[src/rtl/irq_latch_pkg.sv]
package irq_latch_pkg;

    typedef enum logic {
        TRIG_EDGE  = 1'b0,
        TRIG_LEVEL = 1'b1
    } trig_mode_e;

    typedef enum logic [1:0] {
        EVT_HOLD  = 2'd0,
        EVT_SET   = 2'd1,
        EVT_CLEAR = 2'd2
    } line_evt_e;

endpackage

[src/rtl/trig_mode_reg.sv]
module trig_mode_reg #(
    parameter int                   NUM_LINES = 8,
    parameter logic [NUM_LINES-1:0] WMASK     = 8'hF8
) (
    input  logic                 clk,
    input  logic                 rst_n,
    input  logic                 wr_en,
    input  logic [NUM_LINES-1:0] wr_data,
    output logic [NUM_LINES-1:0] mode_o
);

    logic [NUM_LINES-1:0] mode_q;

    always_ff @(posedge clk or negedge rst_n) begin
        if (!rst_n) begin
            mode_q <= '0;
        end else if (wr_en) begin
            mode_q <= wr_data & WMASK;
        end
    end

    assign mode_o = mode_q;


    mode_write_chk: assert property (@(posedge clk) disable iff (!rst_n)
        wr_en |=> (mode_q == ($past(wr_data) & WMASK)));


    mode_hold_chk: assert property (@(posedge clk) disable iff (!rst_n)
        !wr_en |=> $stable(mode_q));

endmodule

[src/rtl/req_line_cell.sv]
module req_line_cell
    import irq_latch_pkg::*;
(
    input  logic       clk,
    input  logic       rst_n,
    input  logic       init,
    input  trig_mode_e mode,
    input  logic       req_in,
    input  logic       ack,
    output logic       pend_o
);

    logic      pend_q;
    logic      last_q;
    line_evt_e evt;

    always_comb begin
        evt = EVT_HOLD;
        unique case (mode)
            TRIG_LEVEL: evt = req_in ? EVT_SET : EVT_CLEAR;
            TRIG_EDGE: begin
                if (req_in && !last_q) begin
                    evt = EVT_SET;
                end else if (ack) begin
                    evt = EVT_CLEAR;
                end
            end
        endcase
    end

    always_ff @(posedge clk or negedge rst_n) begin
        if (!rst_n) begin
            pend_q <= 1'b0;
            last_q <= 1'b0;
        end else if (init) begin
            pend_q <= 1'b0;
            last_q <= 1'b0;
        end else begin
            last_q <= req_in;
            unique case (evt)
                EVT_SET:   pend_q <= 1'b1;
                EVT_CLEAR: pend_q <= 1'b0;
                EVT_HOLD:  pend_q <= pend_q;
                default:   pend_q <= pend_q;
            endcase
        end
    end

    assign pend_o = pend_q;


    level_follow_chk: assert property (@(posedge clk) disable iff (!rst_n)
        (!init && mode == TRIG_LEVEL) |=> (pend_q == $past(req_in)));


    edge_rise_chk: assert property (@(posedge clk) disable iff (!rst_n)
        (!init && mode == TRIG_EDGE && req_in && !last_q) |=> pend_q);


    edge_hold_chk: assert property (@(posedge clk) disable iff (!rst_n)
        (!init && mode == TRIG_EDGE && !ack && !(req_in && !last_q)) |=> $stable(pend_q));


    edge_ack_chk: assert property (@(posedge clk) disable iff (!rst_n)
        (!init && mode == TRIG_EDGE && ack && !(req_in && !last_q)) |=> !pend_q);


    init_clear_chk: assert property (@(posedge clk) disable iff (!rst_n)
        init |=> (!pend_q && !last_q));

endmodule

[src/rtl/irq_trigger_latch.sv]
module irq_trigger_latch
    import irq_latch_pkg::*;
#(
    parameter int                   NUM_LINES  = 8,
    parameter logic [NUM_LINES-1:0] MODE_WMASK = 8'hF8
) (
    input  logic                 clk,
    input  logic                 rst_n,
    input  logic [NUM_LINES-1:0] irq_in,
    input  logic [NUM_LINES-1:0] ack_clr,
    input  logic                 ctrl_init,
    input  logic                 bus_wr,
    input  logic [NUM_LINES-1:0] bus_wdata,
    output logic [NUM_LINES-1:0] bus_rdata,
    output logic [NUM_LINES-1:0] pending
);

    logic [NUM_LINES-1:0] mode_vec;

    trig_mode_reg #(
        .NUM_LINES (NUM_LINES),
        .WMASK     (MODE_WMASK)
    ) u_mode (
        .clk     (clk),
        .rst_n   (rst_n),
        .wr_en   (bus_wr),
        .wr_data (bus_wdata),
        .mode_o  (mode_vec)
    );

    assign bus_rdata = mode_vec;

    for (genvar i = 0; i < NUM_LINES; i++) begin : g_line
        req_line_cell u_cell (
            .clk    (clk),
            .rst_n  (rst_n),
            .init   (ctrl_init),
            .mode   (trig_mode_e'(mode_vec[i])),
            .req_in (irq_in[i]),
            .ack    (ack_clr[i]),
            .pend_o (pending[i])
        );
    end


    level_ack_ignored_chk: assert property (@(posedge clk) disable iff (!rst_n)
        (!ctrl_init && bus_rdata[NUM_LINES-1] && ack_clr[NUM_LINES-1] && irq_in[NUM_LINES-1])
            |=> pending[NUM_LINES-1]);


    mask_respect_chk: assert property (@(posedge clk) disable iff (!rst_n)
        1'b1 |=> ((bus_rdata & ~MODE_WMASK) == '0));

endmodule

[config.mk]
export PLATFORM = sky130hd
export DESIGN_NAME = irq_trigger_latch
export DESIGN_NICKNAME = d
export VERILOG_FILES = /design/src/rtl/irq_latch_pkg.sv /design/src/rtl/trig_mode_reg.sv /design/src/rtl/req_line_cell.sv /design/src/rtl/irq_trigger_latch.sv
export SDC_FILE = /design/constraint.sdc
export NUM_CORES = 1
export LEC_CHECK = 0
export BUFFER_PORTS_ARGS = -buffer_cell sky130_fd_sc_hd__buf_4
export CAP_MARGIN = 15
export CORE_ASPECT_RATIO = 0.9
export CORE_UTILIZATION = 47
export CTS_BUF_LIST = sky130_fd_sc_hd__clkbuf_4
export CTS_CLUSTER_DIAMETER = 50
export DETAILED_ROUTE_END_ITERATION = 16
export PLACE_DENSITY_LB_ADDON = 0.05
export SETUP_SLACK_MARGIN = 0.2
export SYNTH_ARGS = -nofsm -noshare
export SYNTH_HDL_FRONTEND = slang
export SYNTH_SLANG_ARGS = --single-unit
export TNS_END_PERCENT = 5
[constraint.sdc]
create_clock -name clk -period 0.9 [get_ports clk]
set_input_delay 0.09 -clock clk [delete_from_list [all_inputs] [get_ports clk]]
set_output_delay 0.09 -clock clk [all_outputs]
set_load 0.03 [all_outputs]
==> results.yml, run 1 <==
cts:
  cts_tree: "done"
  numClockSinks: 21
  clk_latency_ns: 0.30
  root_buffer: "clkbuf_4"
  cts_buffers: 3
  cts_max_path_buffers: 2
  hold_buffers: 1
  path_clk_slew_ns: 0.12
  htreeDepth: 1
route:
  drc: 0
  drtIter0Drc: 2
  via_per_inst: 4.77
  wirelength_mm: 1.64
  drt_first_pass_iters: 2
  ant_nets: 0
  wl_per_cell_um: 12.3
  dr_total_vias: 635
logic_synthesis:
  synth-adder-area-share_pct: 0
  synth_top_area_share_pct: 54.5
  ys_types: 12
  synthSimpleGateAreaFrac_pct: 20.1
  syn_area_um2: 963
  muxShareOfSynthArea_pct: 5.84
  yosysSeqAreaShare_pct: 54.5
  ys_seq_elements: 21
  ys_top_cells_by_area: "dfrtp_1 55%, buf_4 12%, nand2b_1 7.1%"
  syn_inst: 76
  synth_top_family_by_area: "simple AND/OR/NAND/NOR gates"
  synth_top_cell_by_area: "dfrtp_1"
  synthXorXnorAreaFrac_pct: 0
  synth_compound_area_share_pct: 5.45
  synth_area_per_cell_um2: 12.7
  yosys_warnings: 0
timing:
  setup_ws_ns: -0.0726
  setup_violations: 19
  skew_ns: 0.00692
  min_period_ns: 0.973
  fin_crit_sh_pct: 108
  rsz0062_at_grt: "yes"
  hold_violations: 0
  maxSlewViolCount: 0
  tns_ns: -0.719
  fmax_ghz: 1.03
floorplan:
  floorplan.initialDensity_pct: 50.3
  dieArea_mm2: 0.00224
  ios: 44
  coreArea_mm2: 0.00191
  die_x_um: 49.7
  num_rows: 15
  die_height_um: 45.0
finish:
  area_growth_pct: 39.1
  stdcell_count: 133
  nets: 137
  final_layout_size_suffix_gt1_share_pct: 58.3
  design_area_mm2: 0.00134
  antennaDiodeCount: 0
  final_util_pct: 70.0
global_route:
  antenna_found_initial: 0
  grt_pass1_wl_mm: 2.39
  grt_usage_pct: 15.0
  grt_max_degree: 22
  grt_pass1_vias: 566
  grt_overflow_total: 0
status:
  failed_checks: "setup timing"
  status: "finished with violations"
critical_path:
  reg2reg_depth: 3
  cp_slowest_cell: "dfrtp_1"
  slowest_delay_ns: 0.43
  critPathLaunchType: "flip-flop"
  cp_num_cells: 1
  reg2reg_slack_ns: -0.03
  cp_top_family: "flip-flops"
  worst_ep_required_time_ns: 0.81
  endpoint: "bus_rdata[7]"
  crit_path_start: "u_mode.mode_o[7]"
  worstPathCellList: "buf_6"
  reg2reg_from: "u_mode.mode_o[4]"
  worstPathArrival_ns: 0.88
  path_buf_inv: 1
  criticalPathCategory: "flip-flop to primary output"
  r2r-end: "g_line[4].u_cell.pend_o"
  critPathMaxFanout: 2
  crit_path_end_kind: "primary output"
power_and_ir_drop:
  power_leakage_nw: 0.671
  vdd_drop_max_v: 0.000850
  p_per_area_mw_per_mm2: 1500
worst_hold_path:
  hold_class: "input port to flip-flop"
place:
  dp_cells: 123
  place_congestion: 0.582
  io_buffer_count: 37
  placed_area_mm2: 0.00115
flow_run:
  maxCapViolCount: 0
## power by group
| part | internal, mW | switching [mW] | leakage [nW] |
|---|---|---|---|
| combinational | 0.277 | 0.240 | 0.388 |
| sequential | 1.01 | 0.0415 | 0.265 |
| clock | 0.166 | 0.279 | 0.0177 |
| total | 1.45 | 0.560 | 0.671 |
## Yosys cell counts
library cell,number
a21oi_1,3
buf_4,16
nor4b_1,1
nor2b_1,3
conb_1,1
nor4b_2,4
and2b_1,5
a21o_1,5
mux2_2,5
nand2b_1,11
dfrtp_1,21
buf_6,1
## layout make-up
cell class                      instances  area, um^2
Timing Repair Buffer                   43         385
Tap cell                               25        31.3
Fill cell                             153         574
Multi-Input combinational cell         40         370
Clock inverter                          1        5.00
Sequential cell                        21         526
Clock buffer                            3        22.5
## stage by stage
| stage | worst slack [ns] | power, mW | hold WS (ns) |
|---|---|---|---|
| final | -0.0726 | 2.01 | 0.00833 |
| after global routing | -0.107 | 2.11 | -0.000778 |
| after CTS | -0.0697 | 1.99 | 0.000227 |
| after detailed placement | 0.0581 | 1.47 | -0.0131 |
| after global placement | 0.0872 | 1.46 | -0.0118 |
| after floorplan | 0.123 | 1.35 | -0.206 |
## placed cells by master, fill, tap and decap left out
master / n
buf_4: 26
dfrtp_1: 21
buf_6: 16
nand2b_1: 7
and2b_1: 5
mux2_2: 5
a21o_1: 5
nand2b_4: 4
nor4b_2: 4
nor2b_1: 3
a21oi_2: 3
conb_1: 3
clkbuf_4: 3
nor4b_4: 1
clkinv_2: 1
dlygate4sd3_1: 1
## registers in the layout, indices dropped and copies added (netlist names)
register,count
u_mode.mode_o,5
g_line.u_cell.last_q,8
g_line.u_cell.pend_o,8
## worst min-delay path by stage
stage	from	end	slack (ns)	cells after the start
6_report	bus_wdata[3]	u_mode.mode_o[3]	0.008	2
5_1_grt	bus_wdata[7]	u_mode.mode_o[7]	-0.0008	2
3_3_place_gp	rst_n	g_line[1].u_cell.pend_o	-0.01	1
3_5_place_dp	rst_n	g_line[2].u_cell.pend_o	-0.01	1
2_1_floorplan	rst_n	g_line[0].u_cell.last_q	-0.21	0
4_1_cts	bus_wdata[3]	u_mode.mode_o[3]	0.0002	2
## what timing repair did
action / CTS / global route
endpoints found under the hold margin: 21 / 2
endpoints found under the setup margin: 25 / 26
buffers inserted: 5 / 0
pin swaps: 6 / 4
resized for setup: 10 / 14
## worst reg2reg max path: stages (launching register included)
cell and delay, ns:
dfrtp_1 0.40, buf_4 0.14, nand2b_1 0.13, a21o_1 0.15
## cells by family (layout without fill, tap and decap cells)
logic type / after synthesis / count (layout)
other cells: 1 / 3
buf+inv: 17 / 47
compound gates: 8 / 8
flops: 21 / 21
simple gates: 24 / 24
mux: 5 / 5
## per-layer routing
layer | wire, um | vias up | track usage [%]
met5 | 0 | - | 0
met4 | 41 | 0 | 10.3
met3 | 90 | 4 | 3.70
met2 | 801 | 25 | 23.0
met1 | 701 | 309 | 19.0
li1 | - | 297 | -
Power figures use the tool's default switching activity.
==> run 2, diff against run 1 <==
- CORE_UTILIZATION: 47 -> 51
- SLEW_MARGIN: not set -> 40
- clock period: 0.9 -> 1.21 ns (I/O delays scaled with it)
==> run 2 against run 1 <==
Net effect:
- the run now ends clean
- cell count down 1.5%
- power down 28%
- non-clock buffer count down 1
- critical path depth unchanged
- combinational power down 36%
- register-to-register slack better by 0.26 ns
- highest routed layer unchanged
==> results.yml, run 2 (synthesis gave the netlist of run 1 again) <==
cts:
  cts_tree: "done"
  cts_max_path_buffers: 2
  clk_latency_ns: 0.29
  cts_buffers: 3
  root_buffer: "clkbuf_4"
  htreeDepth: 1
  path_clk_slew_ns: 0.11
  numClockSinks: 21
global_route:
  grt_pass1_wl_mm: 2.39
  use_met3_pct: 3.83
  grt_overflow_total: 0
  grt_usage_pct: 16.7
  grt_max_degree: 22
  grtUsageMet1_pct: 20.8
  grt_pass1_vias: 575
  use_met2_pct: 27.8
  top_usage_layer: "met2"
  antenna_found_initial: 0
finish:
  antennaDiodeCount: 0
  area_growth_pct: 28.1
  most-common-layout-cells: "39 x buf_4, 21 x dfrtp_1, 11 x nand2b_1"
  n_fill_cell: 140
  nets: 136
  layout_commonest_cell: "buf_4"
  final_layout_size_suffix_gt1_share_pct: 50.5
route:
  via_per_inst: 4.66
  drtIter0Drc: 5
  drt_first_pass_iters: 2
  wirelength_mm: 1.47
  drc: 0
  wl_per_cell_um: 11.2
  dr_total_vias: 610
  ant_nets: 0
floorplan:
  dieArea_mm2: 0.00207
  num_rows: 14
  floorplan.initialDensity_pct: 56.1
  die_x_um: 47.8
  ios: 44
  coreArea_mm2: 0.00172
  die_height_um: 43.2
worst_hold_path:
  hold_depth: 2
  hold_end: "u_mode.mode_o[4]"
  hold_class: "input port to flip-flop"
  min_from: "bus_wdata[4]"
critical_path:
  reg2reg_slack_ns: 0.23
  reg2reg_depth: 3
  slowest_delay_ns: 0.42
  path_buf_inv: 1
  reg2reg_from: "u_mode.mode_o[5]"
  worst_ep_required_time_ns: 1.09
  crit_path_end_kind: "primary output"
  cp_top_family: "flip-flops"
  r2r-end: "g_line[5].u_cell.pend_o"
  worstPathCellList: "buf_4"
  critPathMaxFanout: 4
  criticalPathCategory: "flip-flop to primary output"
  cp_slowest_cell: "dfrtp_1"
  worstPathArrival_ns: 0.89
  critPathLaunchType: "flip-flop"
  crit_path_start: "u_mode.mode_o[3]"
power_and_ir_drop:
  power_leakage_nw: 0.636
  power_switching_mw: 0.383
  p_per_area_mw_per_mm2: 1180
  p_clk_share_pct: 23.7
  p_sw_share_pct: 26.4
  combPwrFrac_pct: 22.9
  pwr-share-seq_pct: 53.4
  internal_power_mw: 1.07
  vdd_drop_max_v: 0.00110
  power.total_mw: 1.45
timing:
  tns_ns: 0
  rsz0062_at_grt: "yes"
  maxSlewViolCount: 0
  setup_violations: 0
  skew_ns: 0.000973
  min_period_ns: 1.01
  fmax_ghz: 0.991
  hold_violations: 0
  fin_crit_sh_pct: 83.4
flow_run:
  maxCapViolCount: 0
place:
  place_congestion: 0.579
  io_buffer_count: 37
status:
  status: "finished, final reports clean"
[run 2: power by group through the flow]
stage	Sequential, mW	Combinational (mW)	Clock (mW)
floorplan	0.786	0.219	0
global placement	0.792	0.293	0
detailed placement	0.795	0.298	0
CTS	0.779	0.308	0.360
global route	0.781	0.357	0.390
finish	0.775	0.332	0.343
[run 2: layout make-up]
cell class              instances  area (um^2)  area share (%)
clock buffers                   4         30.0            2.43
well taps                      24         30.0            2.43
flip-flops and latches         21          526            42.6
repair buffers                 42          325            26.4
multi-input cells              40          323            26.2
[run 2: how the worst max path moves through the flow]
stage / to / slack [ns] / depth (start not counted)
5_1_grt: bus_rdata[3] / 0.17 / 1
6_report: bus_rdata[3] / 0.20 / 1
2_1_floorplan: g_line[3].u_cell.pend_o / 0.41 / 2
3_5_place_dp: g_line[3].u_cell.pend_o / 0.32 / 2
3_3_place_gp: g_line[7].u_cell.pend_o / 0.37 / 2
4_1_cts: bus_rdata[7] / 0.17 / 1
[run 2: routing by layer]
metal	share of wire [%]	vias to the layer above
li1	-	293
met1	43	291
met4	0.61	0
met5	0	-
met3	5.5	2
met2	51	24
[run 2: timing repair]
action | 4_1_cts | 5_1_grt
hold endpoints to repair | 21 | 0
setup buffers | 1 | 3
endpoints found under the setup margin | 5 | 11
resized for setup | 0 | 3
hold buffers | 1 | 0
[run 2: worst register-to-register path, stage by stage (launching register included)]
cell and delay (ns):
dfrtp_1 0.42, buf_4 0.16, nor4b_2 0.25, a21o_1 0.11
[run 2: per-stage QoR]
stage	instance area [um^2]	hold slack, ns	util [%]	std cells	setup WS [ns]
final	1230	0.0578	71.9	131	0.201
after global routing	1230	0.0360	71.9	131	0.167
after CTS	1190	0.0468	69.6	128	0.168
after detailed placement	1150	0.0173	66.8	122	0.322
after global placement	1150	0.0159	66.8	122	0.370
after floorplan	971	-0.175	-	78	0.405
==> run 3, diff against run 2 <==
- CORE_UTILIZATION: 51 -> 47
- clock period: 1.21 -> 1.05 ns (I/O delays scaled with it)
==> run 3 against run 2 <==
Net effect:
- utilization is 8.0 points lower
- sequential share of layout area is 0.39 points higher
- worst setup slack worse by 0.14 ns
- first-iteration DRC count is 40% lower
- sequential power is 15% higher
- final area is 0.91% lower
==> results.yml, run 3 (synthesis gave the netlist of run 1 again) <==
cts:
  htreeDepth: 1
  numClockSinks: 21
  path_clk_slew_ns: 0.11
  cts_max_path_buffers: 2
  cts_tree: "done"
  clk_latency_ns: 0.29
  root_buffer: "clkbuf_4"
  cts_buffers: 3
global_route:
  grt_overflow_total: 0
  grt_pass1_vias: 624
  grt_usage_pct: 16.0
  grt_pass1_wl_mm: 2.60
  antenna_found_initial: 0
  grt_max_degree: 22
timing:
  setup_ws_ns: 0.0649
  tns_ns: 0
  maxSlewViolCount: 0
  fin_crit_sh_pct: 93.8
  setup_violations: 0
  hold_violations: 0
  skew_ns: 0.00141
  min_period_ns: 0.985
  holdWs_ns: 0.0338
  rsz0062_at_grt: "yes"
  fmax_ghz: 1.02
critical_path:
  crit_path_end_kind: "primary output"
  worst_ep_required_time_ns: 0.94
  reg2reg_from: "u_mode.mode_o[6]"
  critPathMaxFanout: 4
  path_buf_inv: 1
  cp_top_family: "flip-flops"
  r2r-end: "g_line[6].u_cell.pend_o"
  critPathLaunchType: "flip-flop"
  reg2reg_slack_ns: 0.09
  cp_slowest_cell: "dfrtp_1"
  reg2reg_depth: 3
  slowest_delay_ns: 0.43
  criticalPathCategory: "flip-flop to primary output"
  worstPathArrival_ns: 0.88
  cp_num_cells: 1
  worstPathCellList: "buf_6"
route:
  via_per_inst: 4.63
  wl_per_cell_um: 11.7
  dr_total_vias: 611
  drt_first_pass_iters: 2
  drtIter0Drc: 3
  ant_nets: 0
  wirelength_mm: 1.55
  drc: 0
finish:
  nets: 136
  area_growth_pct: 26.9
  final_layout_size_suffix_gt1_share_pct: 50.5
  layout_commonest_cell: "buf_4"
  most-common-layout-cells: "40 x buf_4, 21 x dfrtp_1, 11 x nand2b_1"
  antennaDiodeCount: 0
power_and_ir_drop:
  vdd_drop_max_v: 0.000792
  internal_power_mw: 1.23
  p_sw_share_pct: 26.6
  p_clk_share_pct: 24.0
  combPwrFrac_pct: 22.6
  p_per_area_mw_per_mm2: 1370
  power_leakage_nw: 0.630
  power_switching_mw: 0.444
  pwr-share-seq_pct: 53.4
floorplan:
  dieArea_mm2: 0.00224
  floorplan.initialDensity_pct: 50.3
  ios: 44
  num_rows: 15
  coreArea_mm2: 0.00191
  die_x_um: 49.7
  die_height_um: 45.0
flow_run:
  maxCapViolCount: 0
place:
  hpwl_mm: 1.12
  place_congestion: 0.580
  io_buffer_count: 37
  dp_slack_ns: 0.177
worst_hold_path:
  min_from: "bus_wdata[7]"
  hold_depth: 2
  hold_end: "u_mode.mode_o[7]"
  hold_class: "input port to flip-flop"
status:
  status: "finished, final reports clean"
==> run 3: cell counts in the layout (fill, tap and decap cells not counted) <==
No cell type changed its count.
==> run 3: area by class of cell <==
class / instances / area [um^2]
multi-input combinational: 40 / 314
sequential: 21 / 526
timing repair buffer: 42 / 322
fill: 170 / 692
tap: 25 / 31.3
clock buffer: 4 / 30.0
==> run 3: power by group through the flow <==
stage | clock, mW | sequential [mW] | combinational, mW
5_1_grt | 0.466 | 0.899 | 0.404
3_5_place_dp | 0 | 0.917 | 0.343
2_1_floorplan | 0 | 0.906 | 0.253
4_1_cts | 0.425 | 0.892 | 0.382
6_report | 0.401 | 0.892 | 0.377
3_3_place_gp | 0 | 0.913 | 0.339
==> run 3: timing repair <==
action	CTS	global route
pin swaps	0	0
buffers inserted	4	0
setup endpoints to repair	17	22
hold buffers	1	0
endpoints found under the hold margin	21	0
gates resized for setup	1	0
==> run 3: metrics by stage <==
stage	std cells	utilization, %	power, mW	instance area [um^2]
after floorplan	78	-	1.16	971
after global placement	123	60.0	1.25	1150
after detailed placement	123	60.0	1.26	1150
after CTS	132	63.9	1.70	1220
after global routing	132	63.9	1.77	1220
final	132	63.9	1.67	1220
==> run 3: metal layers <==
metal  global-route usage, %  vias to the layer above  share of wire (%)
met5                       0                        -                  0
met4                    8.57                        0               0.78
met3                    2.02                        2                5.5
met2                    28.1                       23                 51
met1                    19.5                      294                 42
li1                        -                      292                  -
==> run 3: worst max-delay path by stage <==
stage | startpoint | to | slack, ns
6_report | u_mode.mode_o[3] | bus_rdata[3] | 0.06
5_1_grt | u_mode.mode_o[3] | bus_rdata[3] | 0.004
4_1_cts | u_mode.mode_o[3] | bus_rdata[3] | 0.04
3_5_place_dp | u_mode.mode_o[3] | g_line[3].u_cell.pend_o | 0.18
3_3_place_gp | u_mode.mode_o[3] | g_line[3].u_cell.pend_o | 0.21
2_1_floorplan | u_mode.mode_o[3] | g_line[3].u_cell.pend_o | 0.25
